$ cat src/rtl/iot_pkg.sv
package iot_pkg;
    localparam int W        = 18;
    localparam int CODE_W   = 6;
    localparam int CMD_W    = 3;
    localparam logic [5:0] OP_IOT   = 6'o70;
    localparam logic [5:0] CTL_CODE = 6'o00;

    typedef enum logic [1:0] {
        PH_IDLE = 2'd0,
        PH_B0   = 2'd1,
        PH_B1   = 2'd2,
        PH_B2   = 2'd3
    } phase_t;

    typedef struct packed {
        logic [CODE_W-1:0] code;
        logic [CMD_W-1:0]  cmd;
        logic [W-1:0]      data;
    } iot_cmd_t;

    function automatic logic is_iot(input logic [W-1:0] word);
        return word[W-1:W-6] == OP_IOT;
    endfunction

    function automatic iot_cmd_t unpack_iot(input logic [W-1:0] word,
                                            input logic [W-1:0] acc_w);
        iot_cmd_t c;
        c.code = word[11:6];
        c.cmd  = word[2:0];
        c.data = acc_w;
        return c;
    endfunction
endpackage

$ cat src/rtl/iot_seq.sv
module iot_seq
    import iot_pkg::*;
(
    input  logic           clk,
    input  logic           rst,
    input  logic           instr_valid,
    input  logic [W-1:0]   instr,
    input  logic [W-1:0]   acc,
    output logic           busy,
    output logic [2:0]     iop,
    output iot_cmd_t       cur
);
    phase_t phase;

    always_ff @(posedge clk) begin
        if (rst) begin
            phase <= PH_IDLE;
            cur   <= '0;
        end else begin
            unique case (phase)
                PH_IDLE: if (instr_valid && is_iot(instr)) begin
                    cur   <= unpack_iot(instr, acc);
                    phase <= PH_B0;
                end
                PH_B0:   phase <= PH_B1;
                PH_B1:   phase <= PH_B2;
                default: phase <= PH_IDLE;
            endcase
        end
    end

    assign busy   = (phase != PH_IDLE);
    assign iop[0] = (phase == PH_B0) && cur.cmd[0];
    assign iop[1] = (phase == PH_B1) && cur.cmd[1];
    assign iop[2] = (phase == PH_B2) && cur.cmd[2];
endmodule

$ cat src/rtl/iot_gather.sv
module iot_gather
    import iot_pkg::*;
#(
    parameter int NDEV     = 4,
    parameter int DEV_BASE = 1
) (
    input  logic              clk,
    input  logic              rst,
    input  logic              busy,
    input  logic [CODE_W-1:0] code,
    input  logic [2:0]        iop,
    input  logic [NDEV-1:0]   dev_flag,
    input  logic [NDEV*W-1:0] din,
    output logic [NDEV-1:0]   dev_sel,
    output logic [NDEV-1:0]   dout_ld,
    output logic              skip,
    output logic [W-1:0]      din_word,
    output logic              din_valid
);
    logic [W-1:0] or_chain [NDEV+1];

    assign or_chain[0] = '0;

    for (genvar d = 0; d < NDEV; d++) begin : g_dev
        localparam logic [CODE_W-1:0] MY_CODE = CODE_W'(DEV_BASE + d);
        assign dev_sel[d]    = busy && (code == MY_CODE);
        assign dout_ld[d]    = dev_sel[d] && iop[2];
        assign or_chain[d+1] = or_chain[d] | din[d*W +: W];
    end

    assign skip = iop[0] && |(dev_sel & dev_flag);

    always_ff @(posedge clk) begin
        if (rst) begin
            din_word  <= '0;
            din_valid <= 1'b0;
        end else begin
            din_valid <= iop[1];
            if (iop[1]) din_word <= or_chain[NDEV];
        end
    end
endmodule

$ cat src/rtl/iot_irq.sv
module iot_irq (
    input  logic clk,
    input  logic rst,
    input  logic cpu_start,
    input  logic irq_ack,
    input  logic en_on,
    input  logic en_off,
    input  logic flag_any,
    input  logic rtc_ovf,
    output logic irq_en,
    output logic irq_req
);
    always_ff @(posedge clk) begin
        if (rst || cpu_start || irq_ack || en_off) irq_en <= 1'b0;
        else if (en_on)                            irq_en <= 1'b1;
    end

    assign irq_req = irq_en && (flag_any || rtc_ovf);
endmodule

$ cat src/rtl/iot_mem.sv
module iot_mem
    import iot_pkg::*;
#(
    parameter int DEPTH    = 64,
    parameter int RTC_ADDR = 7,
    localparam int AW      = $clog2(DEPTH)
) (
    input  logic          clk,
    input  logic          rst,
    input  logic          rtc_tick,
    input  logic          ovf_clr,
    input  logic          mem_req,
    input  logic          mem_we,
    input  logic [AW-1:0] mem_addr,
    input  logic [W-1:0]  mem_wdata,
    output logic          mem_gnt,
    output logic [W-1:0]  mem_rdata,
    output logic          rtc_ovf
);
    localparam logic [AW-1:0] CNT_A = AW'(RTC_ADDR);

    logic [W-1:0] store [DEPTH];
    logic         steal;
    logic [W-1:0] cnt_word;

    assign cnt_word = store[CNT_A];
    assign mem_gnt  = mem_req && !steal;

    always_ff @(posedge clk) begin
        if (rst) begin
            steal     <= 1'b0;
            rtc_ovf   <= 1'b0;
            mem_rdata <= '0;
        end else begin
            steal <= rtc_tick;
            if (steal) begin
                store[CNT_A] <= cnt_word + 1'b1;
                if (&cnt_word)    rtc_ovf <= 1'b1;
                else if (ovf_clr) rtc_ovf <= 1'b0;
            end else begin
                if (ovf_clr) rtc_ovf <= 1'b0;
                if (mem_gnt) begin
                    if (mem_we) store[mem_addr] <= mem_wdata;
                    else        mem_rdata       <= store[mem_addr];
                end
            end
        end
    end
endmodule

$ cat src/rtl/iot_ctrl.sv
module iot_ctrl
    import iot_pkg::*;
#(
    parameter int NDEV      = 4,
    parameter int DEV_BASE  = 1,
    parameter int MEM_DEPTH = 64,
    parameter int RTC_ADDR  = 7,
    localparam int AW       = $clog2(MEM_DEPTH)
) (
    input  logic              clk,
    input  logic              rst,
    input  logic              cpu_start,
    input  logic              instr_valid,
    input  logic [17:0]       instr,
    input  logic [17:0]       acc,
    output logic              busy,
    output logic [NDEV-1:0]   dev_sel,
    output logic [2:0]        iop,
    output logic [17:0]       dout,
    output logic [NDEV-1:0]   dout_ld,
    input  logic [NDEV*18-1:0] din,
    output logic [17:0]       din_word,
    output logic              din_valid,
    input  logic [NDEV-1:0]   dev_flag,
    output logic              skip,
    input  logic              irq_ack,
    output logic              irq_en,
    output logic              irq_req,
    input  logic              rtc_tick,
    output logic              rtc_ovf,
    input  logic              mem_req,
    input  logic              mem_we,
    input  logic [AW-1:0]     mem_addr,
    input  logic [17:0]       mem_wdata,
    output logic              mem_gnt,
    output logic [17:0]       mem_rdata
);
    iot_cmd_t cur;
    logic     ctl_hit;

    iot_seq u_seq (
        .clk(clk), .rst(rst), .instr_valid(instr_valid), .instr(instr),
        .acc(acc), .busy(busy), .iop(iop), .cur(cur)
    );

    assign dout    = cur.data;
    assign ctl_hit = busy && (cur.code == CTL_CODE);

    iot_gather #(.NDEV(NDEV), .DEV_BASE(DEV_BASE)) u_gather (
        .clk(clk), .rst(rst), .busy(busy), .code(cur.code), .iop(iop),
        .dev_flag(dev_flag), .din(din), .dev_sel(dev_sel),
        .dout_ld(dout_ld), .skip(skip), .din_word(din_word),
        .din_valid(din_valid)
    );

    iot_irq u_irq (
        .clk(clk), .rst(rst), .cpu_start(cpu_start), .irq_ack(irq_ack),
        .en_on(ctl_hit && iop[1]), .en_off(ctl_hit && iop[0]),
        .flag_any(|dev_flag), .rtc_ovf(rtc_ovf),
        .irq_en(irq_en), .irq_req(irq_req)
    );

    iot_mem #(.DEPTH(MEM_DEPTH), .RTC_ADDR(RTC_ADDR)) u_mem (
        .clk(clk), .rst(rst), .rtc_tick(rtc_tick),
        .ovf_clr(ctl_hit && iop[2]), .mem_req(mem_req), .mem_we(mem_we),
        .mem_addr(mem_addr), .mem_wdata(mem_wdata), .mem_gnt(mem_gnt),
        .mem_rdata(mem_rdata), .rtc_ovf(rtc_ovf)
    );
endmodule

$ cat config.mk
export PLATFORM = sky130hd
export DESIGN_NAME = iot_ctrl
export DESIGN_NICKNAME = d
export VERILOG_FILES = /design/src/rtl/iot_pkg.sv /design/src/rtl/iot_seq.sv /design/src/rtl/iot_gather.sv /design/src/rtl/iot_irq.sv /design/src/rtl/iot_mem.sv /design/src/rtl/iot_ctrl.sv
export SDC_FILE = /design/constraint.sdc
export NUM_CORES = 1
export LEC_CHECK = 0
export BUFFER_PORTS_ARGS = -buffer_cell sky130_fd_sc_hd__buf_2
export CAP_MARGIN = 20
export CORE_ASPECT_RATIO = 1.2
export CORE_MARGIN = 2
export CORE_UTILIZATION = 55
export CTS_CLUSTER_DIAMETER = 50
export CTS_CLUSTER_SIZE = 24
export DETAILED_ROUTE_END_ITERATION = 10
export PLACE_DENSITY = 0.71
export SKIP_CTS_REPAIR_TIMING = 1
export SYNTH_ARGS = -nofsm -noshare
export SYNTH_HDL_FRONTEND = slang
export SYNTH_HIERARCHICAL = 1
export SYNTH_SLANG_ARGS = --single-unit
$ cat constraint.sdc
create_clock -name clk -period 5 [get_ports clk]
set_input_delay 0 -clock clk [delete_from_list [all_inputs] [get_ports clk]]
set_output_delay 0 -clock clk [all_outputs]
set_load 0.1 [all_outputs]
Word level (Yosys, flattened, before mapping)
Memories as Yosys holds them, arrays and structs flattened. A register that Yosys moved wholly into a read port is not among the register bits.
Cells that the tools add are included.
- register bits after elaboration: 51
- bits in writable memories: 1152
- bits of input ports: 144
- output and inout bits: 72
- word-level logic and storage cells: 75
- memories: 1
- add/subtract/negate cells: 1
- eq/ne operators: 9
- multiplexer cells: 16
- bitwise operators: 6
- reduce and logical (&&, ||, !) cells: 33
- memories (memory ; depth ; bits a word ; rd ports ; clocked after memory_dff ; wr ports ; RTL line ; RTL):
    u_mem.store ; 64 ; 18 ; 2 ; 1 ; 1 ; iot_mem.sv:22 ; logic [W-1:0] store [DEPTH];
- operators with widths (operator ; number):
    $or 18x18->18 ; 3
    $logic_and 1x1->1 ; 19
    $add 18x1->18 const B ; 1
    $mux 18 ; 1
    $reduce_and 18->1 ; 1
    $reduce_or 18->1 ; 1
    $eq 6x2->1 const B ; 2
    $mux 1 ; 12
    $reduce_or 4->1 ; 2
    $eq 6x1->1 const B ; 1
    $eq 6x3->1 const B ; 1
    $eq 6x6->1 const B ; 1
    $logic_not 6->1 ; 1
    $mux 6 ; 1
    $pmux 2 s3 ; 1
    $and 4x4->4 ; 1
    $eq 2x2->1 const B ; 2
    $logic_or 1x1->1 ; 4
    $reduce_and 3->1 ; 1
    $eq 2x1->1 const B ; 1
    $logic_not 2->1 ; 1
    $mux 2 ; 1
    $ne 2x1->1 const B ; 1
    $not 1->1 ; 2
    other kinds (3) ; 3

Longest topological paths before layout
Gate-level depths: netlist of run 1.
- depth in word-level cells: 8
- mapped depth: 10
- gate-level depth less buffers: 8

Hierarchy
The synthesis of run 1 kept the hierarchy.
- modules (own cells, without submodules) (module ; times used ; cells an instance ; area an instance (um^2) ; seq. area each (um^2)):
    iot_mem ; 1 ; 2159 ; 45138.3 ; 34993.6
    iot_seq ; 1 ; 139 ; 1416.4 ; 580.6
    iot_gather ; 1 ; 100 ; 873.3 ; 380.4
    iot_ctrl ; 1 ; 7 ; 65.1 ; 0.0
    iot_irq ; 1 ; 4 ; 47.5 ; 20.0

Worst setup path before layout of run 1
OpenSTA, ideal clock, no wires.
- kind: reg-to-reg
- start: memory u_mem.store[7][0]
- end: memory u_mem.store[0][14], data pin
- library setup time: 0.702 ns
- arrival time: 4.095 ns
- slack: 0.204 ns
- stages on the path, launching flop included: 7
- cell sequence: edfxtp_1 ha_1 nand3_1 nor4_1 nand3_1 xor2_1 o21ai_0
- RTL lines (item ; RTL line):
    from (decl) ; iot_mem.sv:22

Worst setup path in the final report of run 1
- start: register u_mem.steal
- end: memory u_mem.store[55][1], data pin
- cells in the longest elaborated chain, start to end: 8
- ends and longest elaborated chain (item ; RTL line ; RTL):
    from (decl) ; iot_mem.sv:23 ; logic steal;
    from (signal assigned) ; iot_mem.sv:35 ; steal <= rtc_tick;
    $logic_not 1->1 ; iot_mem.sv:27 ; assign mem_gnt = mem_req && !steal;
    $logic_and 1x1->1 ; iot_mem.sv:27 ;
    $mux 1 ; iot_mem.sv:42 ; if (mem_gnt) begin
    $mux 1 (*) ; iot_mem.sv:36 ; if (steal) begin
    $mux 1 (*) ; iot_mem.sv:30 ; if (rst) begin
    $mux 1 (not written as such) (*) ; iot_mem.sv:43 ; if (mem_we) store[mem_addr] <= mem_wdata;
    $reduce_or 18->1 (no source line) (*) ; - ;
    $mux 18 (no source line) (*) ; - ;
Mark *: on every way between the ends. The rest lies on a longest branch, timed or not.

==> results of run 1 <==
-- sequential cells by signal (all words and copies together) (netlist names) --
| register | count |
|---|---|
| u_mem/store | 1152 |
| u_seq/phase | 2 |
| u_seq/cur | 27 |
| u_mem/rtc_ovf | 1 |
| u_gather/din_word | 18 |
| u_irq/irq_en | 1 |
| u_mem/mem_rdata | 18 |
| u_gather/din_valid | 1 |
| u_mem/steal | 1 |
-- stage by stage --
stage / instance area, µm² / instances / hold slack (ps) / power [mW] / setup WS (ps)
floorplan: 47500 / 2409 / 71.6 / 12.2 / 204
finish: 54500 / 3992 / 24.0 / 19.9 / 1790
CTS: 53600 / 3904 / -456 / 20.0 / 1780
global placement: 50600 / 3746 / 253 / 12.6 / 1650
detailed placement: 50600 / 3746 / 263 / 12.6 / 1620
global route: 54500 / 3990 / 62.0 / 20.4 / 1650
-- cell families after synthesis --
group,Yosys count
flops,1221
mux,408
simple gates,355
compound gates,260
buf+inv,144
xor+xnor,16
fa+ha+maj,5
-- final cells by class --
| type | count | area [µm²] |
|---|---|---|
| clock buffers | 92 | 2240 |
| repair buffers | 421 | 2930 |
| inverters | 6 | 22.5 |
| flip-flops and latches | 1221 | 36000 |
| fillers | 5683 | 31500 |
| diodes | 2 | 5.00 |
| well taps | 1140 | 1430 |
| clock inverters | 66 | 803 |
| multi-input cells | 1044 | 11100 |
-- worst paths after layout --
check	from	slack, ps	endpoint
setup / recovery	u_mem/steal$_SDFF_PP0_	1790	u_mem/store[55][1]$_DFFE_PP_
setup reg to reg	u_mem/steal$_SDFF_PP0_	1790	u_mem/store[55][1]$_DFFE_PP_
hold reg to reg	u_seq/cur[2]$_SDFFE_PP0P_	470	u_seq/cur[2]$_SDFFE_PP0P_
hold / removal	mem_addr[2]	20	u_mem/store[13][6]$_DFFE_PP_
-- cells in the mapped netlist (3+ instances only) --
library cell | instances | area, µm²
a22oi_1 | 109 | 818
a31oi_1 | 19 | 119
nand3_1 | 51 | 255
a211oi_1 | 18 | 135
buf_1 | 13 | 48.8
and3_1 | 3 | 18.8
nor2b_1 | 14 | 87.6
nand2b_1 | 59 | 369
ha_1 | 5 | 62.6
o21ai_0 | 25 | 125
a21oi_1 | 19 | 95.1
clkbuf_1 | 67 | 251
xnor2_1 | 7 | 61.3
edfxtp_1 | 1152 | 34600
nand3b_1 | 3 | 22.5
or3_1 | 18 | 113
and4_1 | 20 | 175
buf_2 | 33 | 165
buf_6 | 11 | 124
nor3_1 | 5 | 25.0
nand2_1 | 30 | 113
mux4_1 | 3 | 78.8
inv_1 | 6 | 22.5
nor2_1 | 103 | 387
dfxtp_1 | 69 | 1380
o21ai_1 | 10 | 50.1
nor4_1 | 20 | 125
buf_4 | 10 | 75.1
and2_1 | 6 | 37.5
xor2_1 | 9 | 78.8
mux4_2 | 213 | 4800
a221oi_1 | 35 | 307
mux2i_1 | 191 | 1910
nand4_1 | 5 | 31.3
a22o_1 | 18 | 158
-- power by group --
| group | internal, mW | total, mW | leakage [nW] | switching, mW |
|---|---|---|---|---|
| Sequential | 11.2 | 11.2 | 10.9 | 0.0276 |
| Clock | 3.61 | 7.45 | 1.47 | 3.84 |
| Combinational | 0.407 | 1.18 | 5.60 | 0.768 |
| Total | 15.2 | 19.9 | 18.0 | 4.64 |
-- routing by layer --
metal | vias to the layer above | wire length [µm] | part of all wire [%] | track usage (%)
met2 | 1349 | 58900 | 50 | 42.9
met5 | - | 39 | 0.033 | 0
li1 | 10700 | - | - | -
met4 | 6 | 4570 | 3.9 | 10.8
met1 | 13100 | 44000 | 38 | 35.1
met3 | 184 | 9680 | 8.3 | 3.72
-- critical path: stages (launching register included) --
cell and delay (ps):
dfxtp_1 420, nor3b_1 370, and2_2 540, buf_4 360
mux2_2 750, buf_4 490
==> results.py, run 1 <==
metrics = {
    "sta": {
        "worst_slew_pin_slew_ps": 1140,
        "rsz0062_at_grt": "false",
        "period_share_pct": 64.2,
        "setup_violations": 0,
        "clock_skew_ps": 39.1,
        "finalCriticalPeriod_ps": 3210,
        "hold_viol_final": 0,
        "maxSlewViolCount": 0,
        "tns_ps": 0,
        "slew_headroom_pct": 22.7,
        "max_freq_mhz": 311,
    },
    "routing": {
        "routed_wl_mm": 117,
        "wire_per_inst_um": 29.3,
        "ant_nets": 0,
        "firstDrtPassIters": 5,
        "num_vias": 25300,
        "viasPerCell": 6.35,
        "dr.first_iter.drc_count": 2794,
        "drc": 0,
    },
    "clocking": {
        "clkLatencyLatePin_ps": 690,
        "tritoncts": "yes",
        "clk_pin_slew_worst_paths_ps": 90,
        "clk_path_buf_depth": 3,
        "htreeDepth": 3,
        "numCtsBuffers": 87,
        "cts_root_buf": "clkbuf_16",
        "cts.sink_count": 1221,
    },
    "cells_and_area": {
        "area_delta_synth_final_pct": 14.6,
        "drive_gt1_share_pct": 26.1,
        "mostFrequentLayoutCell": "edfxtp_1",
        "post-route-util_pct": 63.4,
        "final_cell_mix": "1152 x edfxtp_1, 213 x mux4_2, 210 x buf_2",
        "fin_nets": 2930,
    },
    "global_routing": {
        "grt_pass1_wl_mm": 167,
        "grt_usage_pct": 26.0,
        "grt_pass1_vias": 24800,
        "overflow": 0,
        "antenna_found_initial": 7,
        "grt_max_degree": 91,
    },
    "synth": {
        "syn_area_per_cell_um2": 19.7,
        "synthMuxAreaShare_pct": 14.3,
        "async_reset_ff_share_pct": 0,
        "synth_top_family_by_area": "multiplexers",
        "synth_nets": 2558,
        "synth_xor_area_share_pct": 0.295,
        "synth_cells": 2409,
        "synth-adder-area-share_pct": 0.132,
        "synth_edf_count": 1152,
        "synth_simple_gate_area_share_pct": 4.11,
        "synth_compound_area_share_pct": 3.92,
        "synth_cell_types": 60,
        "ys.warnings.count": 6,
        "synth_ff_type": "edfxtp_1",
        "netlist_area_mm2": 0.0475,
        "synth-seq-area-share_pct": 75.7,
        "yosys_register_bits": 1221,
    },
    "floorplanning": {
        "die_area_mm2": 0.0888,
        "core_mm2": 0.0859,
        "io_pins": 216,
        "floorplan.initialDensity_pct": 55.3,
        "fp.dieW_um": 272,
        "fp-row-count": 118,
        "die_h_um": 326,
    },
    "power": {
        "power.density_mw_per_mm2": 365,
        "p_leak_nw": 18.0,
        "peakVddDrop_mv": 0.243,
    },
    "min_path": {
        "hp-class": "in2reg",
        "hold_depth": 3,
    },
    "place": {
        "dp.final_hpwl_mm": 67.7,
        "gp_congestion": 0.830,
        "port_buffers": 212,
    },
    "worst_setup_path": {
        "arrival_ps": 3650,
        "reg2reg_depth": 5,
        "cp-start-kind": "flip-flop",
        "worstPathMaxFanout": 33,
        "path_class": "reg2reg",
        "cp.required_ps": 5440,
        "endpoint_kind": "flip-flop",
    },
    "run": {
        "cap_violations": 0,
    },
    "status": {
        "status": "finished, final reports clean",
    },
}
Power figures use the tool's default switching activity.
==> run 2, diff against run 1 <==
==> constraint.sdc (replaced) <==
create_clock -name clk -period 2.9 [get_ports clk]
set_input_delay 0 -clock clk [delete_from_list [all_inputs] [get_ports clk]]
set_output_delay 0 -clock clk [all_outputs]
set_load 0.1 [all_outputs]
==> results.py, run 2 (synthesis gave the netlist of run 1 again) <==
metrics = {
    "routing": {
        "highest_layer": "met5",
        "ant_nets": 0,
        "dr.first_iter.drc_count": 2894,
        "met1Wirelength_mm": 43.0,
        "drc": 0,
        "firstDrtPassIters": 8,
        "routed_wl_mm": 113,
        "num_vias": 25500,
        "wl_met2_mm": 56.1,
        "viasPerCell": 6.36,
        "wl_met3_mm": 10.1,
        "wire_per_inst_um": 28.3,
    },
    "cells_and_area": {
        "final_cell_mix": "1152 x edfxtp_1, 213 x mux4_2, 208 x buf_2",
        "fin_nets": 2948,
        "reg_top3": "u_mem/store: 1152 flops, u_seq/cur: 27 flops",
        "mostFrequentLayoutCell": "edfxtp_1",
        "fill_cells": 5661,
        "regMostFlops": "u_mem/store",
        "area_delta_synth_final_pct": 15.7,
        "drive_gt1_share_pct": 27.3,
        "largest_reg_flops": 1152,
    },
    "floorplanning": {
        "io_pins": 216,
        "die_h_um": 326,
        "fp-row-count": 118,
        "die_area_mm2": 0.0888,
        "core_mm2": 0.0859,
        "floorplan.initialDensity_pct": 55.3,
        "fp.dieW_um": 272,
    },
    "power": {
        "p_int_mw": 26.4,
        "p_sw_share_pct": 23.4,
        "peakVddDrop_mv": 0.460,
        "p_seq_share_pct": 56.4,
        "power.density_mw_per_mm2": 626,
        "p_clk_share_pct": 37.6,
        "power.total_mw": 34.4,
        "p_leak_nw": 18.2,
        "p_comb_share_pct": 6.1,
        "p_sw_mw": 8.04,
    },
    "global_routing": {
        "antenna_found_initial": 5,
        "grt_pass1_wl_mm": 163,
        "grt_usage_pct": 25.1,
        "overflow": 0,
        "grt_max_degree": 80,
        "grt_pass1_vias": 24900,
    },
    "sta": {
        "maxSlewViolCount": 0,
        "rsz0062_at_grt": "false",
        "slew_headroom_pct": 24.2,
        "setup_ws_ps": 123,
        "hold_viol_final": 43,
        "tns_ps": 0,
        "worst_slew_pin_slew_ps": 1120,
        "finalCriticalPeriod_ps": 2780,
        "period_share_pct": 95.8,
        "whs_ps": -54.0,
        "clock_skew_ps": 27.8,
        "setup_violations": 0,
        "max_freq_mhz": 360,
    },
    "worst_setup_path": {
        "arrival_ps": 2780,
        "reg2reg_slack_ps": 160,
        "r2r-end": "u_mem/store[43][9]$_DFFE_PP_",
        "cp-start-kind": "flip-flop",
        "path_class": "reg2out",
        "reg2reg_depth": 6,
        "cp.required_ps": 2900,
        "endpoint_kind": "output pin",
        "worstReg2RegStart": "u_mem/steal$_SDFF_PP0_",
        "worstPathMaxFanout": 4,
    },
    "place": {
        "dp.final_hpwl_mm": 67.9,
        "port_buffers": 212,
        "pre_cts_slack_ps": 134,
        "gp_congestion": 0.854,
    },
    "min_path": {
        "holdPathEnd": "u_seq/phase[1]$_SDFFE_PP0P_",
        "min_from": "instr[17]",
        "hp-class": "in2reg",
        "hold_depth": 4,
    },
    "clocking": {
        "tritoncts": "yes",
        "cts.sink_count": 1221,
        "clkLatencyLatePin_ps": 680,
        "clk_path_buf_depth": 3,
        "clk_pin_slew_worst_paths_ps": 80,
        "htreeDepth": 3,
        "numCtsBuffers": 84,
        "cts_root_buf": "clkbuf_16",
    },
    "run": {
        "cap_violations": 0,
    },
    "status": {
        "violations": "negative hold slack",
        "status": "finished, violations left",
    },
}
## run 2: area by class of cell
cell class / count / area (µm²) / share of cell area, %
clock buffer: 89 / 2140 / 3.90
inverter: 6 / 22.5 / 0.0410
antenna: 1 / 2.50 / 0.00455
multi-input combinational: 1044 / 11100 / 20.2
sequential: 1221 / 36000 / 65.4
timing repair buffer: 442 / 3400 / 6.18
tap: 1140 / 1430 / 2.59
clock inverter: 67 / 922 / 1.68
## run 2: worst max path at each step
stage	startpoint	endpoint	slack, ps
finish	u_seq/phase[0]$_SDFFE_PP0P_	dout_ld[3]	120
global route	u_seq/phase[1]$_SDFFE_PP0P_	dout_ld[0]	3
CTS	u_seq/phase[1]$_SDFFE_PP0P_	dout_ld[0]	40
global placement	mem_addr[0]	u_mem/mem_rdata[4]$_SDFFE_PP0P_	120
detailed placement	mem_addr[0]	u_mem/mem_rdata[4]$_SDFFE_PP0P_	130
floorplan	u_mem/steal$_SDFF_PP0_	u_mem/mem_rdata[0]$_SDFFE_PP0P_	-330
## run 2: power by group through the flow
stage | Combinational, mW | Sequential, mW | Clock [mW]
final | 2.09 | 19.4 | 12.9
after global routing | 2.22 | 19.4 | 13.7
after CTS | 2.02 | 19.4 | 13.1
after detailed placement | 2.02 | 19.8 | 0
after global placement | 1.96 | 19.8 | 0
after floorplan | 1.13 | 19.9 | 0
## run 2: worst max-delay path, stage by stage, from the launching register on
cell      delay [ps]
dfxtp_1          370
inv_1             90
ha_1             240
inv_1            200
nor4b_4          370
nand2b_1         200
nor3_2           180
buf_2            460
## run 2: layer usage
| layer | vias to the layer above | track usage (%) |
|---|---|---|
| met5 | - | 0 |
| met4 | 2 | 9.77 |
| met3 | 196 | 3.59 |
| met2 | 1376 | 41.4 |
| met1 | 13200 | 34.1 |
| li1 | 10700 | - |
## run 2: per-stage QoR
stage               cell area [µm²]  std cells  utilization (%)
CTS                           54200       3935             63.1
detailed placement            51200       3779             59.6
global placement              51200       3779             59.6
finish                        55000       4010             64.0
floorplan                     47600       2409                -
global route                  55000       4010             64.0
